## src/rtl/abm_pkg.sv

```systemverilog
package abm_pkg;

  typedef enum logic [1:0] {
    SZ_BYTE = 2'b00,
    SZ_HALF = 2'b01,
    SZ_WORD = 2'b10,
    SZ_RSVD = 2'b11
  } acc_size_e;

  typedef enum logic [1:0] {
    TY_READ  = 2'b00,
    TY_WRITE = 2'b01,
    TY_FETCH = 2'b10,
    TY_RSVD  = 2'b11
  } acc_type_e;

  // Status word field positions
  localparam int ST_SIZE_LSB   = 0;
  localparam int ST_TYPE_LSB   = 2;
  localparam int ST_UNDEF_BIT  = 8;
  localparam int ST_MISAL_BIT  = 9;
  localparam int ST_LAST_LSB   = 16;
  localparam int ST_STICKY_LSB = 24;
  localparam int ST_MAX_MST    = 8;

  typedef struct packed {
    logic undef;
    logic misal;
  } cause_t;

endpackage

```

## src/rtl/abm_rst_sync.sv

```systemverilog
module abm_rst_sync (
  input  logic clk,
  input  logic rst_n,
  output logic rst_sync_n
);

  logic [1:0] sync_q;

  always_ff @(posedge clk or negedge rst_n) begin
    if (!rst_n) begin
      sync_q <= 2'b00;
    end else begin
      sync_q <= {sync_q[0], 1'b1};
    end
  end

  assign rst_sync_n = sync_q[1];

endmodule

```

## src/rtl/abm_check.sv

```systemverilog
module abm_check
  import abm_pkg::*;
#(
  parameter int ADDR_W = 32,
  parameter int MID_W  = 1,
  parameter int CPU_ID = 0
) (
  input  logic              clk,
  input  logic              rst_n,
  input  logic              valid,
  input  logic [ADDR_W-1:0] addr,
  input  logic [1:0]        size,
  input  logic [1:0]        acc_type,
  input  logic [MID_W-1:0]  master,
  input  logic              hit,
  output cause_t            cause,
  output logic              abort_ev
);

  logic cpu_fetch;
  logic word_bad;
  logic half_bad;

  always_comb begin
    cpu_fetch = (acc_type == TY_FETCH) && (master == MID_W'(CPU_ID));
    word_bad  = (size == SZ_WORD) && (addr[1:0] != 2'b00);
    half_bad  = (size == SZ_HALF) && addr[0];

    cause.misal = valid && !cpu_fetch && (word_bad || half_bad);
    cause.undef = valid && !hit;
    abort_ev    = cause.misal || cause.undef;
  end

  AST_WORD_MISAL_ABORTS: assert property (@(posedge clk) disable iff (!rst_n)
    (valid && size == SZ_WORD && addr[1:0] != 2'b00 && acc_type != TY_FETCH) |-> abort_ev);
  AST_HALF_MISAL_ABORTS: assert property (@(posedge clk) disable iff (!rst_n)
    (valid && size == SZ_HALF && addr[0] && acc_type != TY_FETCH) |-> abort_ev);
  AST_CPU_FETCH_EXEMPT: assert property (@(posedge clk) disable iff (!rst_n)
    (valid && hit && acc_type == TY_FETCH && master == MID_W'(CPU_ID)) |-> !abort_ev);
  AST_UNDEF_ABORTS: assert property (@(posedge clk) disable iff (!rst_n)
    (valid && !hit) |-> abort_ev);
  AST_IDLE_NO_ABORT: assert property (@(posedge clk) disable iff (!rst_n)
    !valid |-> !abort_ev);

endmodule

```

## src/rtl/abm_capture.sv

```systemverilog
module abm_capture
  import abm_pkg::*;
#(
  parameter int ADDR_W = 32,
  parameter int NUM_M  = 2,
  parameter int MID_W  = 1
) (
  input  logic              clk,
  input  logic              rst_n,
  input  logic              abort_ev,
  input  cause_t            cause,
  input  logic [ADDR_W-1:0] addr,
  input  logic [1:0]        size,
  input  logic [1:0]        acc_type,
  input  logic [MID_W-1:0]  master,
  input  logic              clr,
  output logic [ADDR_W-1:0] addr_q,
  output logic [1:0]        size_q,
  output logic [1:0]        type_q,
  output cause_t            cause_q,
  output logic [NUM_M-1:0]  last_q,
  output logic [NUM_M-1:0]  sticky_q
);

  logic              pending;
  logic              rec_en;
  logic              cause_en;
  logic [ADDR_W-1:0] addr_d;
  logic [1:0]        size_d;
  logic [1:0]        type_d;
  cause_t            cause_d;
  logic [NUM_M-1:0]  last_d;

  // Next-state for the record fields
  always_comb begin
    pending  = cause_q.undef || cause_q.misal;
    rec_en   = abort_ev;
    cause_en = abort_ev || clr;
    addr_d   = addr;
    size_d   = size;
    type_d   = acc_type;
    if (abort_ev) begin
      cause_d = cause;
    end else begin
      cause_d = '0;
    end
    for (int i = 0; i < NUM_M; i++) begin
      last_d[i] = (master == MID_W'(i));
    end
  end

  always_ff @(posedge clk or negedge rst_n) begin
    if (!rst_n) begin
      addr_q <= '0;
      size_q <= '0;
      type_q <= '0;
      last_q <= '0;
    end else if (rec_en) begin
      addr_q <= addr_d;
      size_q <= size_d;
      type_q <= type_d;
      last_q <= last_d;
    end
  end

  always_ff @(posedge clk or negedge rst_n) begin
    if (!rst_n) begin
      cause_q <= '0;
    end else if (cause_en) begin
      cause_q <= cause_d;
    end
  end

  // One sticky flag per master
  for (genvar g = 0; g < NUM_M; g++) begin : g_sticky
    logic stk_d;
    logic stk_q;

    always_comb begin
      stk_d = stk_q;
      if (clr) begin
        stk_d = 1'b0;
      end else if (abort_ev && pending && last_q[g]) begin
        stk_d = 1'b1;
      end
    end

    always_ff @(posedge clk or negedge rst_n) begin
      if (!rst_n) begin
        stk_q <= 1'b0;
      end else begin
        stk_q <= stk_d;
      end
    end

    assign sticky_q[g] = stk_q;
  end

  AST_ADDR_CAPTURED: assert property (@(posedge clk) disable iff (!rst_n)
    abort_ev |=> (addr_q == $past(addr)));
  AST_ADDR_HELD: assert property (@(posedge clk) disable iff (!rst_n)
    !abort_ev |=> $stable(addr_q));
  AST_LAST_ONEHOT: assert property (@(posedge clk) disable iff (!rst_n)
    $onehot0(last_q));
  AST_STICKY_SET: assert property (@(posedge clk) disable iff (!rst_n)
    (abort_ev && !clr && (cause_q.undef || cause_q.misal))
      |=> ((sticky_q & $past(last_q)) == $past(last_q)));
  AST_READ_CLEARS: assert property (@(posedge clk) disable iff (!rst_n)
    (clr && !abort_ev) |=> (sticky_q == '0 && !cause_q.undef && !cause_q.misal));
  AST_READ_KEEPS_SIZE: assert property (@(posedge clk) disable iff (!rst_n)
    (clr && !abort_ev) |=> ($stable(size_q) && $stable(type_q) && $stable(last_q)));

endmodule

```

## src/rtl/abm_rdmux.sv

```systemverilog
module abm_rdmux
  import abm_pkg::*;
#(
  parameter int ADDR_W = 32,
  parameter int NUM_M  = 2
) (
  input  logic              rd_en,
  input  logic              rd_sel,
  input  logic [ADDR_W-1:0] addr_q,
  input  logic [1:0]        size_q,
  input  logic [1:0]        type_q,
  input  cause_t            cause_q,
  input  logic [NUM_M-1:0]  last_q,
  input  logic [NUM_M-1:0]  sticky_q,
  output logic [31:0]       rd_data
);

  logic [31:0] status_w;
  logic [31:0] addr_w;

  always_comb begin
    status_w = '0;
    status_w[ST_SIZE_LSB +: 2]       = size_q;
    status_w[ST_TYPE_LSB +: 2]       = type_q;
    status_w[ST_UNDEF_BIT]           = cause_q.undef;
    status_w[ST_MISAL_BIT]           = cause_q.misal;
    status_w[ST_LAST_LSB +: NUM_M]   = last_q;
    status_w[ST_STICKY_LSB +: NUM_M] = sticky_q;

    addr_w = '0;
    addr_w[ADDR_W-1:0] = addr_q;

    if (!rd_en) begin
      rd_data = '0;
    end else if (rd_sel) begin
      rd_data = status_w;
    end else begin
      rd_data = addr_w;
    end
  end

endmodule

```

## src/rtl/bus_abort_monitor.sv

```systemverilog
module bus_abort_monitor
  import abm_pkg::*;
#(
  parameter int ADDR_W = 32,
  parameter int NUM_M  = 2,
  parameter int CPU_ID = 0
) (
  input  logic              clk,
  input  logic              rst_n,
  input  logic              req_valid,
  input  logic [ADDR_W-1:0] req_addr,
  input  logic [1:0]        req_size,
  input  logic [1:0]        req_type,
  input  logic [((NUM_M > 1) ? $clog2(NUM_M) : 1)-1:0] req_master,
  input  logic              req_hit,
  output logic [NUM_M-1:0]  abort_o,
  output logic              cancel_o,
  input  logic              rd_en,
  input  logic              rd_sel,
  output logic [31:0]       rd_data
);

  localparam int MID_W = (NUM_M > 1) ? $clog2(NUM_M) : 1;

  logic              rst_i_n;
  cause_t            cause;
  logic              abort_ev;
  logic              clr;
  logic [ADDR_W-1:0] addr_q;
  logic [1:0]        size_q;
  logic [1:0]        type_q;
  cause_t            cause_q;
  logic [NUM_M-1:0]  last_q;
  logic [NUM_M-1:0]  sticky_q;

  abm_rst_sync u_rst (
    .clk        (clk),
    .rst_n      (rst_n),
    .rst_sync_n (rst_i_n)
  );

  abm_check #(.ADDR_W(ADDR_W), .MID_W(MID_W), .CPU_ID(CPU_ID)) u_check (
    .clk      (clk),
    .rst_n    (rst_i_n),
    .valid    (req_valid),
    .addr     (req_addr),
    .size     (req_size),
    .acc_type (req_type),
    .master   (req_master),
    .hit      (req_hit),
    .cause    (cause),
    .abort_ev (abort_ev)
  );

  assign clr      = rd_en && rd_sel;
  assign abort_o  = {NUM_M{abort_ev}};
  assign cancel_o = abort_ev;

  abm_capture #(.ADDR_W(ADDR_W), .NUM_M(NUM_M), .MID_W(MID_W)) u_cap (
    .clk      (clk),
    .rst_n    (rst_i_n),
    .abort_ev (abort_ev),
    .cause    (cause),
    .addr     (req_addr),
    .size     (req_size),
    .acc_type (req_type),
    .master   (req_master),
    .clr      (clr),
    .addr_q   (addr_q),
    .size_q   (size_q),
    .type_q   (type_q),
    .cause_q  (cause_q),
    .last_q   (last_q),
    .sticky_q (sticky_q)
  );

  abm_rdmux #(.ADDR_W(ADDR_W), .NUM_M(NUM_M)) u_rd (
    .rd_en    (rd_en),
    .rd_sel   (rd_sel),
    .addr_q   (addr_q),
    .size_q   (size_q),
    .type_q   (type_q),
    .cause_q  (cause_q),
    .last_q   (last_q),
    .sticky_q (sticky_q),
    .rd_data  (rd_data)
  );

  initial begin
    AST_MASTER_FIELD_FITS: assert (NUM_M <= ST_MAX_MST && ADDR_W <= 32);
  end

  AST_CANCEL_WITH_BCAST: assert property (@(posedge clk) disable iff (!rst_i_n)
    cancel_o |-> (abort_o[NUM_M-1] && abort_o[0]));

endmodule

```

## config.mk

```make
export PLATFORM = sky130hd
export DESIGN_NAME = bus_abort_monitor
export DESIGN_NICKNAME = d
export VERILOG_FILES = /design/src/rtl/abm_pkg.sv /design/src/rtl/abm_rst_sync.sv /design/src/rtl/abm_check.sv /design/src/rtl/abm_capture.sv /design/src/rtl/abm_rdmux.sv /design/src/rtl/bus_abort_monitor.sv
export SDC_FILE = /design/constraint.sdc
export NUM_CORES = 1
export LEC_CHECK = 0
export ABC_AREA = 0
export BUFFER_PORTS_ARGS = -buffer_cell sky130_fd_sc_hd__clkbuf_2
export CAP_MARGIN = 20
export CORE_UTILIZATION = 39
export CTS_CLUSTER_SIZE = 24
export DETAILED_ROUTE_END_ITERATION = 8
export PLACE_DENSITY = 0.75
export SETUP_SLACK_MARGIN = 0.1
export SYNTH_ARGS = -nofsm -noshare
export SYNTH_HDL_FRONTEND = slang
export SYNTH_SLANG_ARGS = --single-unit
export TNS_END_PERCENT = 1
```

## constraint.sdc

```tcl
create_clock -name clk -period 2.8 [get_ports clk]
set_clock_uncertainty 0.05 [all_clocks]
set_input_delay 0.28 -clock clk [delete_from_list [all_inputs] [get_ports clk]]
set_output_delay 0.28 -clock clk [all_outputs]
set_load 0.05 [all_outputs]
```

-- After elaboration in Yosys (flattened, before gate mapping)
Cells that the tools add are included.
- register bits: 44
- bits of input ports: 43
- output and inout bits: 35
- logic and storage cells: 39
- equality and inequality tests: 3
- mux-type cells: 7
- bitwise operators: 1
- reductions and logical operators: 19
- operators with widths (kind ; count):
    2-to-1 mux 32 bit ; 2
    logical AND 1 bit ; 10
    nonzero test 2 bit ; 3
    == test 2 bit (second input constant) ; 2
    logical OR 1 bit ; 4
    2-to-1 mux 1 bit ; 4
    == test 2 x 1 -> 1 bit (second input constant) ; 1
    zero test 1 bit ; 2
    2-to-1 mux 2 bit ; 1
    inverter 1 bit ; 1

-- Logic depth before layout (Yosys ltp)
- depth after elaboration: 10
- gate-level depth with buffers: 6
- depth with buffers taken out: 4

-- By module
A second synthesis with hierarchy kept.
- cells, all modules: 161
- area total of the unflattened synthesis: 2228.4 sq um
- modules (own cells, without submodules) (module ; instances ; cells an instance ; area each (sq um) ; sequential area each (sq um)):
    abm_capture ; 1 ; 100 ; 1767.9 ; 1051.0
    abm_rdmux ; 1 ; 47 ; 339.1 ; 0.0
    abm_rst_sync ; 1 ; 3 ; 53.8 ; 50.0
    abm_check ; 1 ; 8 ; 46.3 ; 0.0
    bus_abort_monitor ; 1 ; 3 ; 21.3 ; 0.0

-- Worst setup path after synthesis
OpenSTA, ideal clock, no wires.
- path kind: input -> output
- start point: input port req_addr[1]
- end point: output port abort_o[0]
- arrival time: 1.545 ns
- data required time: 2.470 ns
- setup slack: 0.925 ns
- cell stages on the path: 6
- buffers on the path: 2
- cell sequence: nor2b_1 -> or2_1 -> a31oi_2 -> buf_4 -> inv_1 -> buf_4
- longest elaborated chain between the ends: 5
- RTL lines (what ; line ; RTL):
    from (decl) ; bus_abort_monitor.sv:11 ; input logic [ADDR_W-1:0] req_addr,
    nonzero test 2 bit ; abm_check.sv:26 ; word_bad = (size == SZ_WORD) && (addr[1:0] != 2'b00);
    logical AND 1 bit ; abm_check.sv:26 ;
    logical OR 1 bit ; abm_check.sv:29 ; cause.misal = valid && !cpu_fetch && (word_bad || half_bad);
    logical AND 1 bit ; abm_check.sv:29 ;
    logical OR 1 bit ; abm_check.sv:31 ; abort_ev = cause.misal || cause.undef;
    to (decl) ; bus_abort_monitor.sv:16 ; output logic [NUM_M-1:0] abort_o,
No other way between the ends.

-- Worst setup path in the final report
Same ends and word-level chain as after synthesis.

==> flow_summary_export.csv <==
group,metric,value,unit
cells_and_area,fin_nets,282,
synthesis,yosysWarningCount,0,
setup_path,r2r_cells,0,
global_routing,overflow,0,
timing,whs,0.160,ns
setup_path,worstPathArrival,1.68,ns
cells_and_area,drive_above_1_share,52.3,%
setup_path,slowest_delay,0.51,ns
timing,relSlewSlack,40.8,%
timing,fin_crit_sh,71.8,%
clock_tree,numCtsBuffers,5,
pwr,p_per_area,626,nW/µm²
synthesis,ys_seq_area_share,51.1,%
placed_design,gp_congestion,0.748,
global_routing,grt_max_degree,43,
timing,max_freq,497,MHz
timing,finalSetupViolations,0,
clock_tree,cts_tree,"done",
route,drc,0,
timing,hold_violations,0,
setup_path,cp.required,2.47,ns
synthesis,yosys_register_bits,44,
timing,post-route-min-period,2.01,ns
route,wl,4120,µm
route,viasPerCell,4.65,
setup_path,slowest_stage,"a31oi_4",
die,die_area,5830,µm²
die,die_w,76.4,µm
setup_path,criticalPathCategory,"in -> out",
route,first_pass_iters,3,
timing,worst_pin_slew,0.888,ns
synthesis,syn_inst,162,
clock_tree,path_clk_slew,0.08,ns
clock_tree,clockBufferDepth,2,
setup_path,crit_top_cell,"clkbuf_2",
die,die_h,76.4,µm
die,core_area,5200,µm²
clock_tree,cts_setup_buffers,0,
pwr,total_power,1.67,mW
global_routing,grt_pass1_vias,1505,
synthesis,synth_top_family_by_area,"multiplexers",
setup_path,crit_path_cell_trace,"clkbuf_2 -> nor2b_1 -> or2_1 -> a31oi_4 -> inv_1 -> clkbuf_2",
route,drt-initial-drc-count,62,
pwr,peakVddDrop,0.357,mV
synthesis,syn_area,2160,µm²
route,antenna_left,0,
synthesis,synth-compound-area-share,3.54,%
clock_tree,post_cts_resize_count,0,
placed_design,port_buffers,77,
cells_and_area,final_cell_mix,"clkbuf_2, dfrtp_1, and2_1, mux2_4, mux2_2",
clock_tree,clk_latency,0.28,ns
min_path,worstHoldEndpoint,"u_cap.last_q[0]",
cells_and_area,layout_commonest_cell,"clkbuf_2",
synthesis,synth.distinct_cells,27,
setup_path,end_kind,"output port",
setup_path,r2r-end,"u_cap.addr_q[8]",
global_routing,antenna_found_initial,0,
setup_path,rrSetupSlack,1.80,ns
route,wl_per_cell,13.3,µm
min_path,hold_depth,2,
die,rows,26,
cells_and_area,antenna_cells,0,
cells_and_area,area_delta_synth_final,23.6,%
pwr,power_leakage,1.37,nW
job,maxCapViolCount,0,
global_routing,track_usage,15.5,%
synthesis,synthAdderAreaFrac,0,%
run_status,outcome,"finished, final reports clean",
min_path,hold_path_startpoint,"req_master",
setup_path,startpoint_type,"input pin",
timing,drv_slew,0,
route,vias,1437,
synthesis,synthMuxAreaShare,27.9,%
placed_design,hpwl,3000,µm
clock_tree,cts-root-buf,"clkbuf_8",
synthesis,synth_fp_nets,205,
synthesis,postSynthAreaPerCell,13.3,µm²
setup_path,startpoint,"req_addr[1]",
setup_path,r2r_start,"u_rst.sync_q[1]",
synthesis,synth-xor-area-share,0.406,%
global_routing,grt_pass1_wl,7130,µm
timing,rsz0062_at_grt,"false",
synthesis,yosys.area_share.simple,12.2,%
min_path,hold_class,"in -> reg",
clock_tree,cts_max_level,2,
die,initial_utilization,41.4,%
setup_path,path_max_fanout,12,
timing,setup_tns,0,ns
clock_tree,clock-sinks,44,
die,ios,78,
-- cells by family after synthesis --
logic type      after synthesis
compound gates               10
xor+xnor                      1
buf+inv                      13
flops                        44
mux                          48
other cells                   1
simple gates                 45
-- how the worst max path moves through the flow --
| stage | endpoint | slack (ns) | cells past startpoint |
|---|---|---|---|
| floorplan | abort_o[0] | 0.93 | 6 |
| global placement | u_cap.addr_q[12] | 0.72 | 6 |
| detailed placement | u_cap.addr_q[13] | 0.69 | 6 |
| CTS | abort_o[0] | 0.77 | 6 |
| global route | cancel_o | 0.59 | 6 |
| finish | abort_o[0] | 0.79 | 6 |
-- report_power, final --
part / switching, mW / total [mW] / internal, mW
Sequential: 0.0690 / 0.811 / 0.742
Clock: 0.198 / 0.367 / 0.170
Combinational: 0.277 / 0.490 / 0.212
-- Yosys cell counts --
master | count | area share (%)
or2_1 | 1 | 0.29
a31oi_2 | 1 | 0.58
nand3_1 | 1 | 0.23
nor2b_1 | 12 | 3.5
o2111ai_1 | 2 | 0.81
xnor2_1 | 1 | 0.41
a21boi_0 | 1 | 0.35
nor3b_1 | 1 | 0.35
buf_2 | 1 | 0.23
nand2_1 | 6 | 1.0
nor2_1 | 1 | 0.17
dfrtp_1 | 44 | 51
o22ai_1 | 1 | 0.29
a211o_1 | 1 | 0.41
mux2_2 | 16 | 8.4
inv_1 | 3 | 0.52
mux2_4 | 20 | 14
o21ai_0 | 3 | 0.70
buf_4 | 3 | 1.0
conb_1 | 1 | 0.17
buf_12 | 2 | 1.9
buf_6 | 1 | 0.52
a31o_2 | 1 | 0.41
clkbuf_1 | 3 | 0.52
mux2i_1 | 12 | 5.6
and2_1 | 22 | 6.4
nor2_2 | 1 | 0.29
-- layer usage --
layer	track usage (%)	vias to the layer above	share of wire, %
met4	4.42	0	0.41
li1	-	696	-
met5	0	-	0
met2	25.6	41	50
met1	19.3	698	44
met3	5.15	2	5.4
-- cell type report --
class | count | area, µm²
Fill cell | 489 | 2540
Sequential cell | 44 | 1100
Multi-Input combinational cell | 105 | 962
Timing Repair Buffer | 80 | 423
Tap cell | 70 | 87.6
Clock buffer | 6 | 72.6
Inverter | 3 | 11.3
Clock inverter | 1 | 5.00
-- worst max-delay path: cells and delay by family --
family                 cells  cell delay, ns
AOI/OAI and AO/OA          1            0.51
buffers and inverters      3            0.49
and+or+nand+nor            2            0.39
-- repair_timing --
item	4_1_cts	5_1_grt
hold buffers	1	0
endpoints found under the hold margin	2	0
setup endpoints to repair	0	0
-- sequential cells by signal, indices dropped and copies added, names as in the netlist --
name,flops
u_cap.cause_q,2
u_cap.size_q,2
u_cap.addr_q,32
u_cap.last_q,2
u_rst.sync_q,2
u_cap.type_q,2
u_cap.g_sticky.stk_q,2
-- metrics by stage --
stage          utilization, %  instances  setup slack (ns)  instance area (µm²)
6_report                 51.2        309             0.790                 2660
4_1_cts                  51.2        309             0.771                 2660
5_1_grt                  51.2        309             0.589                 2660
2_1_floorplan               -        162             0.925                 2160
3_3_place_gp             49.5        301             0.715                 2580
3_5_place_dp             49.5        301             0.691                 2580
Note: power is estimated with default switching activity, not from simulation.
